### src/rtl/xbus_seq.sv
module xbus_seq #(
  parameter int ADDR_W = 18
) (
  input  logic              clk,
  input  logic              rst_n,
  input  logic              req_valid,
  input  logic [1:0]        req_kind,
  input  logic [ADDR_W-1:0] req_addr,
  input  logic [7:0]        req_wdata,
  output logic              busy,
  output logic              done,
  output logic [7:0]        rdata,
  input  logic              cfg_page,
  input  logic              cfg_ale_ws,
  input  logic [1:0]        cfg_strb_ws,
  input  logic              cfg_rtw_en,
  input  logic              cfg_wclk_en,
  input  logic [1:0]        cfg_upper,
  input  logic              wait_n,
  output logic              ale,
  output logic              rd_n,
  output logic              psen_n,
  output logic              wr_n,
  output logic [7:0]        p0_out,
  output logic              p0_oe,
  input  logic [7:0]        p0_in,
  output logic [7:0]        p2_out,
  output logic              p2_oe,
  input  logic [7:0]        p2_in,
  output logic              a16,
  output logic              a17,
  output logic              wclk
);
  localparam int PG_W = ADDR_W - 8;

  typedef enum logic [1:0] {S_IDLE, S_ALE, S_STRB} st_t;

  st_t               st;
  logic [2:0]        cnt;
  logic [1:0]        kind;
  logic [ADDR_W-1:0] addr;
  logic [7:0]        wd;
  logic [PG_W-1:0]   last_pg;
  logic              last_vld;
  logic              done_q;
  logic [7:0]        rdata_q;
  logic              wclk_q;

  wire       is_wr    = (kind == 2'b10);
  wire       split    = (cfg_upper == 2'b11);
  wire       use_rd   = split && !addr[ADDR_W-1];
  wire       in_ale   = (st == S_ALE);
  wire       in_strb  = (st == S_STRB);
  wire       req_hit  = cfg_page && last_vld && (req_kind == 2'b00) &&
                        (req_addr[ADDR_W-1:8] == last_pg);
  wire       hold     = (st == S_IDLE) && done_q && req_valid && req_hit;
  wire       rtw_hold = cfg_rtw_en && !wait_n;
  wire       rd_act   = (in_strb && !is_wr) || hold;
  wire [2:0] ale_len  = {1'b0, cfg_ale_ws, 1'b1};
  wire [2:0] strb_len = {cfg_strb_ws, 1'b1};

  always_ff @(posedge clk or negedge rst_n) begin
    if (!rst_n) begin
      st       <= S_IDLE;
      cnt      <= '0;
      kind     <= '0;
      addr     <= '0;
      wd       <= '0;
      last_pg  <= '0;
      last_vld <= 1'b0;
      done_q   <= 1'b0;
      rdata_q  <= '0;
      wclk_q   <= 1'b0;
    end else begin
      done_q <= 1'b0;
      wclk_q <= cfg_wclk_en ? ~wclk_q : 1'b0;
      case (st)
        S_IDLE: if (req_valid) begin
          kind <= req_kind;
          addr <= req_addr;
          wd   <= req_wdata;
          if (req_hit) begin
            st  <= S_STRB;
            cnt <= strb_len;
          end else begin
            st  <= S_ALE;
            cnt <= ale_len;
          end
        end
        S_ALE: if (cnt == 3'd0) begin
          st  <= S_STRB;
          cnt <= strb_len;
        end else begin
          cnt <= cnt - 3'd1;
        end
        S_STRB: if (cnt != 3'd0) begin
          cnt <= cnt - 3'd1;
        end else if (!rtw_hold) begin
          st     <= S_IDLE;
          done_q <= 1'b1;
          if (!is_wr) rdata_q <= cfg_page ? p2_in : p0_in;
          if (cfg_page && kind == 2'b00) begin
            last_pg  <= addr[ADDR_W-1:8];
            last_vld <= 1'b1;
          end else begin
            last_vld <= 1'b0;
          end
        end
        default: st <= S_IDLE;
      endcase
      if (!cfg_page) last_vld <= 1'b0;
    end
  end

  assign busy   = (st != S_IDLE);
  assign done   = done_q;
  assign rdata  = rdata_q;
  assign ale    = in_ale;
  assign rd_n   = !(use_rd && rd_act);
  assign psen_n = !(!use_rd && rd_act);
  assign wr_n   = !(in_strb && is_wr);
  assign p0_oe  = in_ale || (in_strb && (cfg_page || is_wr));
  assign p0_out = (in_ale || cfg_page) ? addr[7:0] : wd;
  assign p2_oe  = in_ale || (in_strb && (!cfg_page || is_wr));
  assign p2_out = (in_ale || !cfg_page) ? addr[15:8] : wd;
  assign a16    = !split && addr[16];
  assign a17    = (cfg_upper == 2'b00) && addr[17];
  assign wclk   = wclk_q;
endmodule

### config.mk
export PLATFORM = sky130hd
export DESIGN_NAME = xbus_seq
export DESIGN_NICKNAME = d
export VERILOG_FILES = /design/src/rtl/xbus_seq.sv
export SDC_FILE = /design/constraint.sdc
export NUM_CORES = 1
export LEC_CHECK = 0
export ABC_AREA = 0
export BUFFER_PORTS_ARGS = -buffer_cell sky130_fd_sc_hd__clkbuf_2
export CORE_ASPECT_RATIO = 1.1
export CORE_MARGIN = 1
export CORE_UTILIZATION = 46
export DETAILED_ROUTE_END_ITERATION = 10
export PLACE_DENSITY = 0.76
export SYNTH_ARGS = -nofsm -noshare
export SYNTH_HDL_FRONTEND = slang
export SYNTH_SLANG_ARGS = --single-unit
export TNS_END_PERCENT = 10
### constraint.sdc
create_clock -name clk -period 2 [get_ports clk]
set_clock_uncertainty 0.2 [all_clocks]
set_input_delay 0.1 -clock clk [delete_from_list [all_inputs] [get_ports clk]]
set_output_delay 0.1 -clock clk [all_outputs]
set_load 0.05 [all_outputs]
After elaboration in Yosys (flattened, before gate mapping). Cells that the tools add are included. W data, S select, Z words.

Input bits: 56. Logic and storage cells: 98. Output and inout bits: 35. Register bits: 54.

Reduce and logical (&&, ||, !) cells: 47. Multiplexer cells: 23. Add/subtract/negate cells: 1. Equal/unequal tests: 13. Bitwise operators: 4.

Operators by type and width (number): $mux W8 (3); $logic_and A1 B1 Y1 (17); $mux W3 (4); $reduce_and A4 Y1 (3); $eq A10 B10 Y1 (1); $mux W2 (5); $ne A2 B2 Y1 const B (5); $logic_not A1 Y1 (9); $mux W1 (9); $pmux W3 S3 (1); $logic_not A2 Y1 (4); $logic_or A1 B1 Y1 (7); $eq A2 B2 Y1 const B (3); $ne A2 B1 Y1 const B (3); $pmux W2 S3 (1); $reduce_and A3 Y1 (2); $reduce_bool A3 Y1 (2); $not A1 Y1 (4); $logic_not A3 Y1 (1); $sub A3 B1 Y3 const B (1); $eq A2 B1 Y1 const B (1); $reduce_and A2 Y1 (1); $reduce_bool A2 Y1 (1).

Longest topological paths before layout. Gate-level depths: netlist (run 1).

Depth in word-level cells: 7. Depth in mapped cells: 8. Depth with buffers taken out: 6.

Worst setup path after synthesis (run 1). OpenSTA, ideal clock, no wires.

Path type: reg-to-output. Start point: reg st[1]. End point: out p2_out[0]. Data arrival time: 2.048 ns. Path slack: -0.348 ns. Required time: 1.700 ns. Stages on the path, launching flop included: 7. Path buffers: 1. Cell sequence: dfrtp_1 -> inv_1 -> ha_1 -> clkbuf_1 -> inv_1 -> nand2_1 -> mux2_2.

Longest elaborated chain between the ends: 3.

RTL lines: start: declaration (RTL line 38) `st_t st;`; start signal: assignment (RTL line 64) `st <= S_IDLE;`; start signal: assignment (RTL line 83) `st <= S_STRB;`; start signal: assignment (RTL line 86) `st <= S_ALE;`; $eq A2 B1 Y1 (RTL line 52) `wire in_ale = (st == S_ALE);`; net ale (RTL line 20) `output logic ale,`; $logic_or A1 B1 Y1 (RTL line 125) `assign p2_out = (in_ale || !cfg_page) ? addr[15:8] : wd;`; $mux W8 (RTL line 125); end: declaration (RTL line 27) `output logic [7:0] p2_out,`.

The timed path passes the listed nets, and every way through them passes these cells.

Worst setup path after layout (run 1).
Start point: reg last_pg[2]. End point: out psen_n.

Longest elaborated chain between the ends: 6.

RTL lines: start: declaration (RTL line 43) `logic [PG_W-1:0] last_pg;`; start signal: assignment (RTL line 103) `last_pg <= addr[ADDR_W-1:8];`; $eq A10 B10 Y1 (RTL line 55) `(req_addr[ADDR_W-1:8] == last_pg);`; $logic_and A1 B1 Y1 (RTL line 54) `wire req_hit = cfg_page && last_vld && (req_kind == 2'b00) &&`; $logic_and A1 B1 Y1 (RTL line 56) `wire hold = (st == S_IDLE) && done_q && req_valid && req_hit;`; $logic_or A1 B1 Y1 (RTL line 58) `wire rd_act = (in_strb && !is_wr) || hold;`; $logic_and A1 B1 Y1 (RTL line 120) `assign psen_n = !(!use_rd && rd_act);`; $logic_not A1 Y1 (RTL line 120); end: declaration (RTL line 22) `output logic psen_n,`.

No other way between the ends.

==> summary.md, run 1 <==
| Metric | Value |
|---|---|
| Status | complete, but fails checks |
| Failing checks | setup timing |
| Crit share post-route | 107% |
| Reg area | 0.00135 sq mm |
| Count leader, synth | mux2_2 |
| Final core occ | 76.0% |
| Worst vdd ir | 1.13 mV |
| Crit. End Element | primary output |
| First-pass GRT wire length | 12700 um |
| WS Path Type | flop to primary output |
| # setup viols final | 24 |
| Slew Viols, Final | 0 |
| Syn nets | 289 |
| Place WS | 0.0247 ns |
| Worst-path clk slew | 0.10 ns |
| RR Endpoint | cnt[1]$_DFFE_PN0P_ |
| Hold Path End | done$_DFF_PN0_ |
| Post-synth EDFFs | 0 |
| Post-synth top area share | 46.4% |
| Nets | 460 |
| Root buffer cell | clkbuf_8 |
| Largest family of logic cells by synthesized area | multiplexers |
| Hold Fails Final Rpt | 0 |
| Routability cong. | 0.886 |
| Hpwl dp | 4950 um |
| Die Span X | 77.8 um |
| Area occupied by multi-input gates | 0.00165 sq mm |
| Final worst slack | -0.150 ns |
| CTS tree | yes |
| Clock Latency Late Sink | 0.32 ns |
| Port bufs | 90 |
| Share of layout cells above drive strength 1 | 57.4% |
| Leakage Power | 0.00223 uW |
| CTS Buf Count | 5 |
| Hold_sp | wait_n |
| Syn_area_per_cell | 12.8 sq um |
| DR vias/cell | 5.32 |
| Core ar. | 0.00616 sq mm |
| Post-Synth XOR/XNOR Area | 3.31% |
| Fmax | 465 MHz |
| FFs w/ async S/R, synth | 100% |
| Flops & latches, synth | 54 |
| Clock sinks | 54 |
| Mux contribution to synthesized area | 29.2% |
| Power per Cell Area | 1650 mW/mm^2 |
| RSZ-0062 raised after global routing | true |
| Total GRT Usage | 24.8% |
| Fin crit period | 2.15 ns |
| Ys Warns | 0 |
| Synth Area in Compound Gates | 5.85% |
| Total grt overflow | 0 |
| ANT cells | 0 |
| Post-Synthesis Cells | 227 |
| Worst slew margin | 61.6% |
| CP Launch Type | flop |
| Drc violations | 0 |
| WHS | 0.0703 ns |
| DR pass1 iterations | 5 |
| Commonest cells post-synth | 59 x mux2_2, 54 x dfrtp_1, 11 x mux2_4 |
| Vias | 2548 |
| Initial core utilization | 47.3% |
| Die Y | 85.4 um |
| Reg-to-reg startpoint | last_pg[2]$_DFFE_PN0P_ |
| Max FO, Critical Path | 2 |
| Layout area overhead | 60.8% |
| Setup tns final | -1.58 ns |
| Final ANT Viol Nets | 0 |
| Top cells by area, synth | dfrtp_1 46%, mux2_2 23%, mux2_4 5.7%, xnor2_1 3.0%, ha_1 2.6% |
| Routed len/inst | 17.5 um |
| Sequential area share after synthesis | 46.4% |
| DRT Wirelength | 8380 um |
| Largest net degree at the start of global routing | 36 |
| Top FF cell, synth | dfrtp_1 |
| Fill cells | 374 |
| Setup slack, reg-to-reg | -0.14 ns |
| Post-synthesis simple-gate area fraction | 9.50% |
| # IOs | 91 |
| Initial DRC Count | 155 |
| Max cap viols | 0 |
| Initial antenna violation count | 0 |
| CTS HTree Levels | 2 |
| Die Area | 0.00665 sq mm |
| Cell variety after synth | 47 |
| Placed Instances | 409 |
| Worst-margin pin slew | 0.577 ns |
| Hold Crit Depth | 3 |
| Hold WC Path Type | input port to flop |
| Row Count | 30 |
| Clock buffer depth | 2 |
| Syn Std Cell Area | 0.00291 sq mm |
| Reg2reg path depth | 9 |
| Adder-Cell Fraction of Synth Area | 2.58% |
| Final Instance Count excl. Fillers | 479 |
| Number of global-route vias before repair | 2669 |
| Top cell type by total area after synthesis | dfrtp_1 |
| Data required, critical path | 1.70 ns |
| CP arrival | 1.85 ns |
per-stage QoR:
step	total power [uW]	cell area, sq um
2_1_floorplan	4870	2930
3_3_place_gp	5770	3610
3_5_place_dp	5850	3610
4_1_cts	7240	4530
5_1_grt	8060	4680
6_report	7710	4680
layout by cell type (no fill, tap or decap), types with 4 or more instances in the layout:
cell type,instances
clkbuf_2,72
dfrtp_1,54
dlygate4sd3_1,51
mux2_2,50
buf_4,24
mux2_4,20
buf_8,18
nand2_1,7
xnor2_2,6
clkbuf_8,6
inv_1,4
xnor2_1,4
nor2_1,4
o21ai_0,4
buf_6,4
cell families after synthesis:
kind of cell	count (synthesis)
multiplexers	72
flip-flops	54
AND/OR/NAND/NOR	44
AO/OA/AOI/OAI	23
buffers and inverters	17
XOR/XNOR	11
adder cells (fa/ha/maj)	6
worst max-delay path, cell delays in order (launching register included):
cell and delay [ns]:
dfrtp_1 0.43, xnor2_2 0.22, nand4_1 0.17, nor4_2 0.30, buf_4 0.18, o22ai_4 0.07, buf_8 0.16
how the worst max path moves through the flow:
stage,start,to,slack [ns],cells past startpoint
3_5_place_dp,st[0]$_DFFE_PN0P_,rdata[5]$_DFFE_PN0P_,0.02,6
2_1_floorplan,st[0]$_DFFE_PN0P_,rdata[0]$_DFFE_PN0P_,-0.07,8
5_1_grt,last_pg[2]$_DFFE_PN0P_,psen_n,-0.24,6
4_1_cts,last_pg[6]$_DFFE_PN0P_,psen_n,-0.10,6
3_3_place_gp,st[1]$_DFFE_PN0P_,st[0]$_DFFE_PN0P_,0.05,7
6_report,last_pg[2]$_DFFE_PN0P_,psen_n,-0.15,6
cell type report:
type                            instances  share of cell area [%]
Multi-Input combinational cell        156                    35.2
Timing Repair Buffer                  173                    30.8
Sequential cell                        54                    28.9
Tap cell                               80                    2.14
Clock buffer                            5                    1.47
Clock inverter                          3                   0.855
Inverter                                8                   0.695
repair_timing:
item	CTS	global route
setup endpoints to repair	19	39
hold endpoints to repair	95	0
pin swaps	10	7
resized for setup	51	43
buffers inserted	9	2
hold buffers	51	0
report_power, final:
group	switching [uW]	internal [uW]
clock network	368	369
logic	2640	2310
registers	406	1610
per-layer routing:
metal  wire length, um  global-route usage [%]  vias to the layer above
met4               221                    8.40                        0
li1                  -                       -                     1163
met1              3340                    29.4                     1281
met2              4510                    45.1                       81
met3               313                    4.09                       23
met5                 0                       0                        -
sequential cells by signal, summed over array words and instances, names as in the netlist:
register  flops
cnt           3
done          1
rdata         8
last_vld      1
wd            8
addr         18
wclk          1
st            2
kind          2
last_pg      10
Note: power is estimated with default switching activity, not from simulation.
==> inputs of run 2 (changes only) <==
--- a/config.mk
+++ b/config.mk
@@ -14,2 +14,3 @@
 export PLACE_DENSITY = 0.76
+export SKIP_CTS_REPAIR_TIMING = 1
 export SYNTH_ARGS = -nofsm -noshare
--- a/constraint.sdc
+++ b/constraint.sdc
@@ -4,2 +4,2 @@
 set_output_delay 0.1 -clock clk [all_outputs]
-set_load 0.05 [all_outputs]
+set_load 0.01 [all_outputs]
==> run 2 against run 1 <==
Effect of this change: the run ends with hold timing, setup timing left; largest power group unchanged; worst hold slack worse by 0.088 ns; cell count fell by 2.7%; count of clock-buffer cells in the layout grew 1; largest cell class unchanged; critical endpoint is now rdata[7]$_DFFE_PN0P_; sequential power down 2%; via count fell by 6.6%; register-to-register slack improved by 0.06 ns; setup slack improved by 0.073 ns; total power down 23%; die area unchanged.
==> summary.md, run 2 (same netlist as run 1, synthesis figures left out) <==
| Metric | Value |
|---|---|
| Status | complete, but fails checks |
| Failing checks | hold timing, setup timing |
| # IOs | 91 |
| Met3 Use GR | 4.41% |
| Initial antenna violation count | 0 |
| Fin crit period | 2.08 ns |
| CTS Buf Count | 5 |
| Crit. End Element | flop |
| Initial core utilization | 47.3% |
| Most common cell after layout, fill and taps aside | clkbuf_2 |
| Root buffer cell | clkbuf_8 |
| Design area | 0.00442 sq mm |
| Worst vdd ir | 0.898 mV |
| Met1 Use GR | 25.1% |
| Routed len/inst | 15.6 um |
| # setup viols final | 31 |
| Total GRT Usage | 19.5% |
| CTS HTree Levels | 2 |
| Die Span X | 77.8 um |
| Total grt overflow | 0 |
| DRT Wirelength | 7250 um |
| Hpwl dp | 4640 um |
| Layout area overhead | 51.9% |
| Clock buffer depth | 2 |
| Fmax | 482 MHz |
| CTS tree | yes |
| Largest registers | addr x18, last_pg x10 |
| RSZ-0062 raised after global routing | true |
| DR vias/cell | 5.11 |
| Port bufs | 90 |
| Worst slew margin | 79.6% |
| Leakage Power | 0.00213 uW |
| Initial DRC Count | 133 |
| Worst-path clk slew | 0.10 ns |
| First-pass GRT wire length | 9980 um |
| Clock Latency Late Sink | 0.30 ns |
| Die Y | 85.4 um |
| Fill cells | 425 |
| Largest net degree at the start of global routing | 55 |
| ANT cells | 0 |
| Data required, critical path | 1.99 ns |
| Hold Fails Final Rpt | 1 |
| Max cap viols | 0 |
| Top reg by flops | addr |
| Final worst slack | -0.0763 ns |
| WHS | -0.0182 ns |
| Number of flip-flops in the largest register | 18 |
| Share of layout cells above drive strength 1 | 54.4% |
| DR pass1 iterations | 4 |
| Clock sinks | 54 |
| Hold WC Path Type | input port to flop |
| CP arrival | 2.07 ns |
| Met2 usage | 32.8% |
| Die Area | 0.00665 sq mm |
| Power per Cell Area | 1340 mW/mm^2 |
| WS Path Type | flop to flop |
| Vias | 2381 |
| Routability cong. | 0.867 |
| Busiest grt layer | met2 |
| Most frequent cells in the layout | 81 x clkbuf_2, 54 x dfrtp_1, 50 x dlygate4sd3_1 |
| Nets | 447 |
| CP Launch Type | flop |
| Number of global-route vias before repair | 2133 |
| Slew Viols, Final | 0 |
| Final ANT Viol Nets | 0 |
| Post-DP Area | 0.00358 sq mm |
| Crit share post-route | 104% |
| Max FO, Critical Path | 8 |
| Worst-margin pin slew | 0.303 ns |
| Drc violations | 0 |
| Core ar. | 0.00616 sq mm |
| Row Count | 30 |
## run 2: cell count changes in the layout (fill, tap and decap cells not counted), moves of 3 or more
cell      change
buf_4        -10
buf_6         +4
clkbuf_2      +9
buf_12        +3
buf_8        -18
## run 2: worst max-delay path: stages (launching register included)
cell and delay [ns]:
dfrtp_1 0.45, inv_2 0.13, ha_1 0.18, and3b_2 0.22
and2_4 0.16, nor2b_4 0.15, buf_12 0.14, mux2_2 0.34
## run 2: path summary, 6_finish.rpt
kind	startpoint	endpoint	slack [ns]	cells past startpoint
setup / recovery	st[0]$_DFFE_PN0P_	rdata[7]$_DFFE_PN0P_	-0.08	7
hold / removal	cfg_rtw_en	done$_DFF_PN0_	-0.02	3
setup reg to reg	st[0]$_DFFE_PN0P_	rdata[7]$_DFFE_PN0P_	-0.08	7
hold reg to reg	wclk$_DFF_PN0_	wclk$_DFF_PN0_	0.23	1
max in group asynchronous	rst_n	addr[11]$_DFFE_PN0P_	1.24	3
min in group asynchronous	rst_n	wd[4]$_DFFE_PN0P_	0.11	3
## run 2: per-layer routing
layer | share of wire, % | up-vias
met5 | 0 | -
met4 | 1.4 | 0
met3 | 5.5 | 14
met2 | 50 | 86
met1 | 43 | 1147
li1 | - | 1134
## run 2: area by class of cell
class | instances | area [sq um] | area share [%]
multi-input combinational | 156 | 1600 | 36.3
sequential | 54 | 1350 | 30.6
timing repair buffer | 160 | 1230 | 27.7
tap | 80 | 100 | 2.26
clock buffer | 6 | 72.6 | 1.64
clock inverter | 2 | 37.5 | 0.849
inverter | 8 | 30.0 | 0.679
## run 2: power by group
group,total (uW),internal (uW),switching [uW],leakage (uW)
combinational,3180,1870,1310,0.00141
sequential,1980,1610,369,0.000670
clock,738,374,363,0.0000514
## run 2: through the flow
stage          utilization, %  instances  worst slack (ns)  TNS (ns)  power, uW
2_1_floorplan               -        227           0.00766         0       3700
3_3_place_gp             58.2        404            0.0485         0       4560
3_5_place_dp             58.2        404           0.00439         0       4640
4_1_cts                  60.0        412            -0.185     -2.09       5370
5_1_grt                  71.8        466            -0.132     -2.82       6280
6_report                 71.8        466           -0.0763    -0.761       5900
==> inputs of run 3 (changes only) <==
Settings changed: CORE_MARGIN 1 to 10, HOLD_SLACK_MARGIN set to 0.15, MAX_ROUTING_LAYER set to met4.
==> run 3 against run 2 <==
Effect of this change: the flow finishes with violations (setup timing); via count rose by 2.4%; non-clock buffer count increased by 7; cell count is 1.5% higher; die area is 49% higher; worst hold slack improved by 0.15 ns; setup slack better by 0.019 ns; clock power shrank 11%; largest power group unchanged; highest routed layer unchanged.
==> summary.md, run 3 (same netlist as run 1, synthesis figures left out) <==
| Metric | Value |
|---|---|
| Status | complete, but fails checks |
| Failing checks | setup timing |
| Fin crit period | 2.06 ns |
| DR pass1 iterations | 4 |
| Hold WC Path Type | input port to flop |
| Max FO, Critical Path | 2 |
| Worst vdd ir | 0.687 mV |
| CP Cell Sequence | and4bb_2 -> nand4_1 -> nor4_4 -> o22ai_1 -> clkbuf_2 |
| Drc violations | 0 |
| Hold_sp | wait_n |
| Hold Crit Depth | 4 |
| Total grt overflow | 0 |
| Data required, critical path | 1.70 ns |
| Max cap viols | 0 |
| Slew Viols, Final | 0 |
| Largest stage delay, worst path | 0.37 ns |
| # setup viols final | 9 |
| WS Path Type | flop to primary output |
| CTS HTree Levels | 2 |
| Nets | 454 |
| Clock Latency Late Sink | 0.32 ns |
| Clock buffer depth | 2 |
| CP arrival | 1.76 ns |
| Fill cells | 433 |
| Worst-margin pin slew | 0.294 ns |
| First-pass GRT wire length | 11500 um |
| Number of global-route vias before repair | 2327 |
| Hold Fails Final Rpt | 0 |
| Worst Path Buf+Inv | 1 |
| Core ar. | 0.00616 sq mm |
| Most frequent cells in the layout | 88 x clkbuf_2, 55 x mux2_2, 54 x dlygate4sd3_1 |
| ANT cells | 0 |
| Layout area overhead | 52.6% |
| Die Y | 103 um |
| Largest net degree at the start of global routing | 55 |
| Top Family by Delay on Critical Path | simple AND/OR/NAND/NOR gates |
| Crit. End Element | primary output |
| Max stage delay cell, worst path | dfrtp_1 |
| DRT Wirelength | 8320 um |
| DR vias/cell | 5.15 |
| Row Count | 30 |
| Routed len/inst | 17.6 um |
| Setup slack, reg-to-reg | 0 ns |
| Initial antenna violation count | 0 |
| Final ANT Viol Nets | 0 |
| # IOs | 91 |
| Largest registers | addr x18, last_pg x10 |
| RR Endpoint | rdata[7]$_DFFE_PN0P_ |
| WHS | 0.131 ns |
| Vias | 2437 |
| Place WS | 0.00213 ns |
| Routability cong. | 0.908 |
| Root buffer cell | clkbuf_8 |
| Reg-to-reg startpoint | st[0]$_DFFE_PN0P_ |
| Worst slew margin | 80.4% |
| Leakage Power | 0.00214 uW |
| Port bufs | 90 |
| Hold Path End | last_vld$_DFFE_PN0P_ |
| Number of flip-flops in the largest register | 18 |
| Clock sinks | 54 |
| Top reg by flops | addr |
| Area occupied by multi-input gates | 0.00159 sq mm |
| Power per Cell Area | 1300 mW/mm^2 |
| RSZ-0062 raised after global routing | true |
| Final worst slack | -0.0573 ns |
| CTS tree | yes |
| Initial core utilization | 47.3% |
| Crit share post-route | 103% |
| Reg area | 0.00135 sq mm |
| Share of layout cells above drive strength 1 | 55.2% |
| Most common cell after layout, fill and taps aside | clkbuf_2 |
| Fmax | 486 MHz |
| Hpwl dp | 5560 um |
| Total GRT Usage | 15.3% |
| Reg2reg path depth | 7 |
| Die Span X | 95.8 um |
| CP Launch Type | flop |
| Worst-path clk slew | 0.10 ns |
| Initial DRC Count | 139 |
| CTS Buf Count | 5 |
| Die Area | 0.00991 sq mm |
[run 3: cell count changes in the layout (fill, tap and decap cells not counted), moves of 4 or more]
cell           previous run  this run
mux2_4                   22        15
dlygate4sd3_1            50        54
clkbuf_2                 81        88
mux2_2                   48        55
buf_6                     8         2
[run 3: per-layer routing]
metal / routed length, um / GRT usage [%]
met1: 3480 / 19.2
met2: 4300 / 24.2
met3: 358 / 3.10
met4: 184 / 4.65
met5: 0 / -
[run 3: metrics by stage]
| step | power [uW] | TNS, ns | area (sq um) | util [%] | std cells |
|---|---|---|---|---|---|
| final | 5750 | -0.193 | 4440 | 72.1 | 473 |
| after CTS | 5340 | -2.92 | 3670 | 59.7 | 411 |
| after detailed placement | 4680 | 0 | 3570 | 58.1 | 403 |
| after global placement | 4600 | 0 | 3570 | 58.1 | 403 |
| after floorplan | 3700 | 0 | 2920 | - | 227 |
| after global routing | 6170 | -1.65 | 4440 | 72.1 | 473 |
[run 3: tightest hold or removal path: stages]
cell	delay (ns)
clkbuf_2	0.07
nand2b_1	0.17
and2_4	0.18
o21ai_0	0.07
[run 3: worst max path at each step]
stage                                       from              endpoint  slack [ns]  depth (start not counted)
after global routing      last_pg[7]$_DFFE_PN0P_                psen_n       -0.21                          5
after floorplan                st[0]$_DFFE_PN0P_    cnt[1]$_DFFE_PN0P_       0.008                          7
after detailed placement       st[0]$_DFFE_PN0P_  rdata[6]$_DFFE_PN0P_       0.002                          6
after CTS                      st[1]$_DFFE_PN0P_             p2_out[7]       -0.24                          7
final                       last_vld$_DFFE_PN0P_                psen_n       -0.06                          5
after global placement         st[0]$_DFFE_PN0P_  rdata[3]$_DFFE_PN0P_        0.04                          6
[run 3: area by class of cell]
type,instances,area share [%]
multi-input combinational,156,35.9
sequential,54,30.5
timing repair buffer,167,28.5
tap,80,2.25
clock buffer,5,1.55
inverter,8,0.733
clock inverter,3,0.648
[run 3: power breakdown]
part | internal, uW | total [uW] | switching, uW
clock network | 260 | 654 | 394
logic | 1780 | 3110 | 1330
registers | 1610 | 1990 | 373
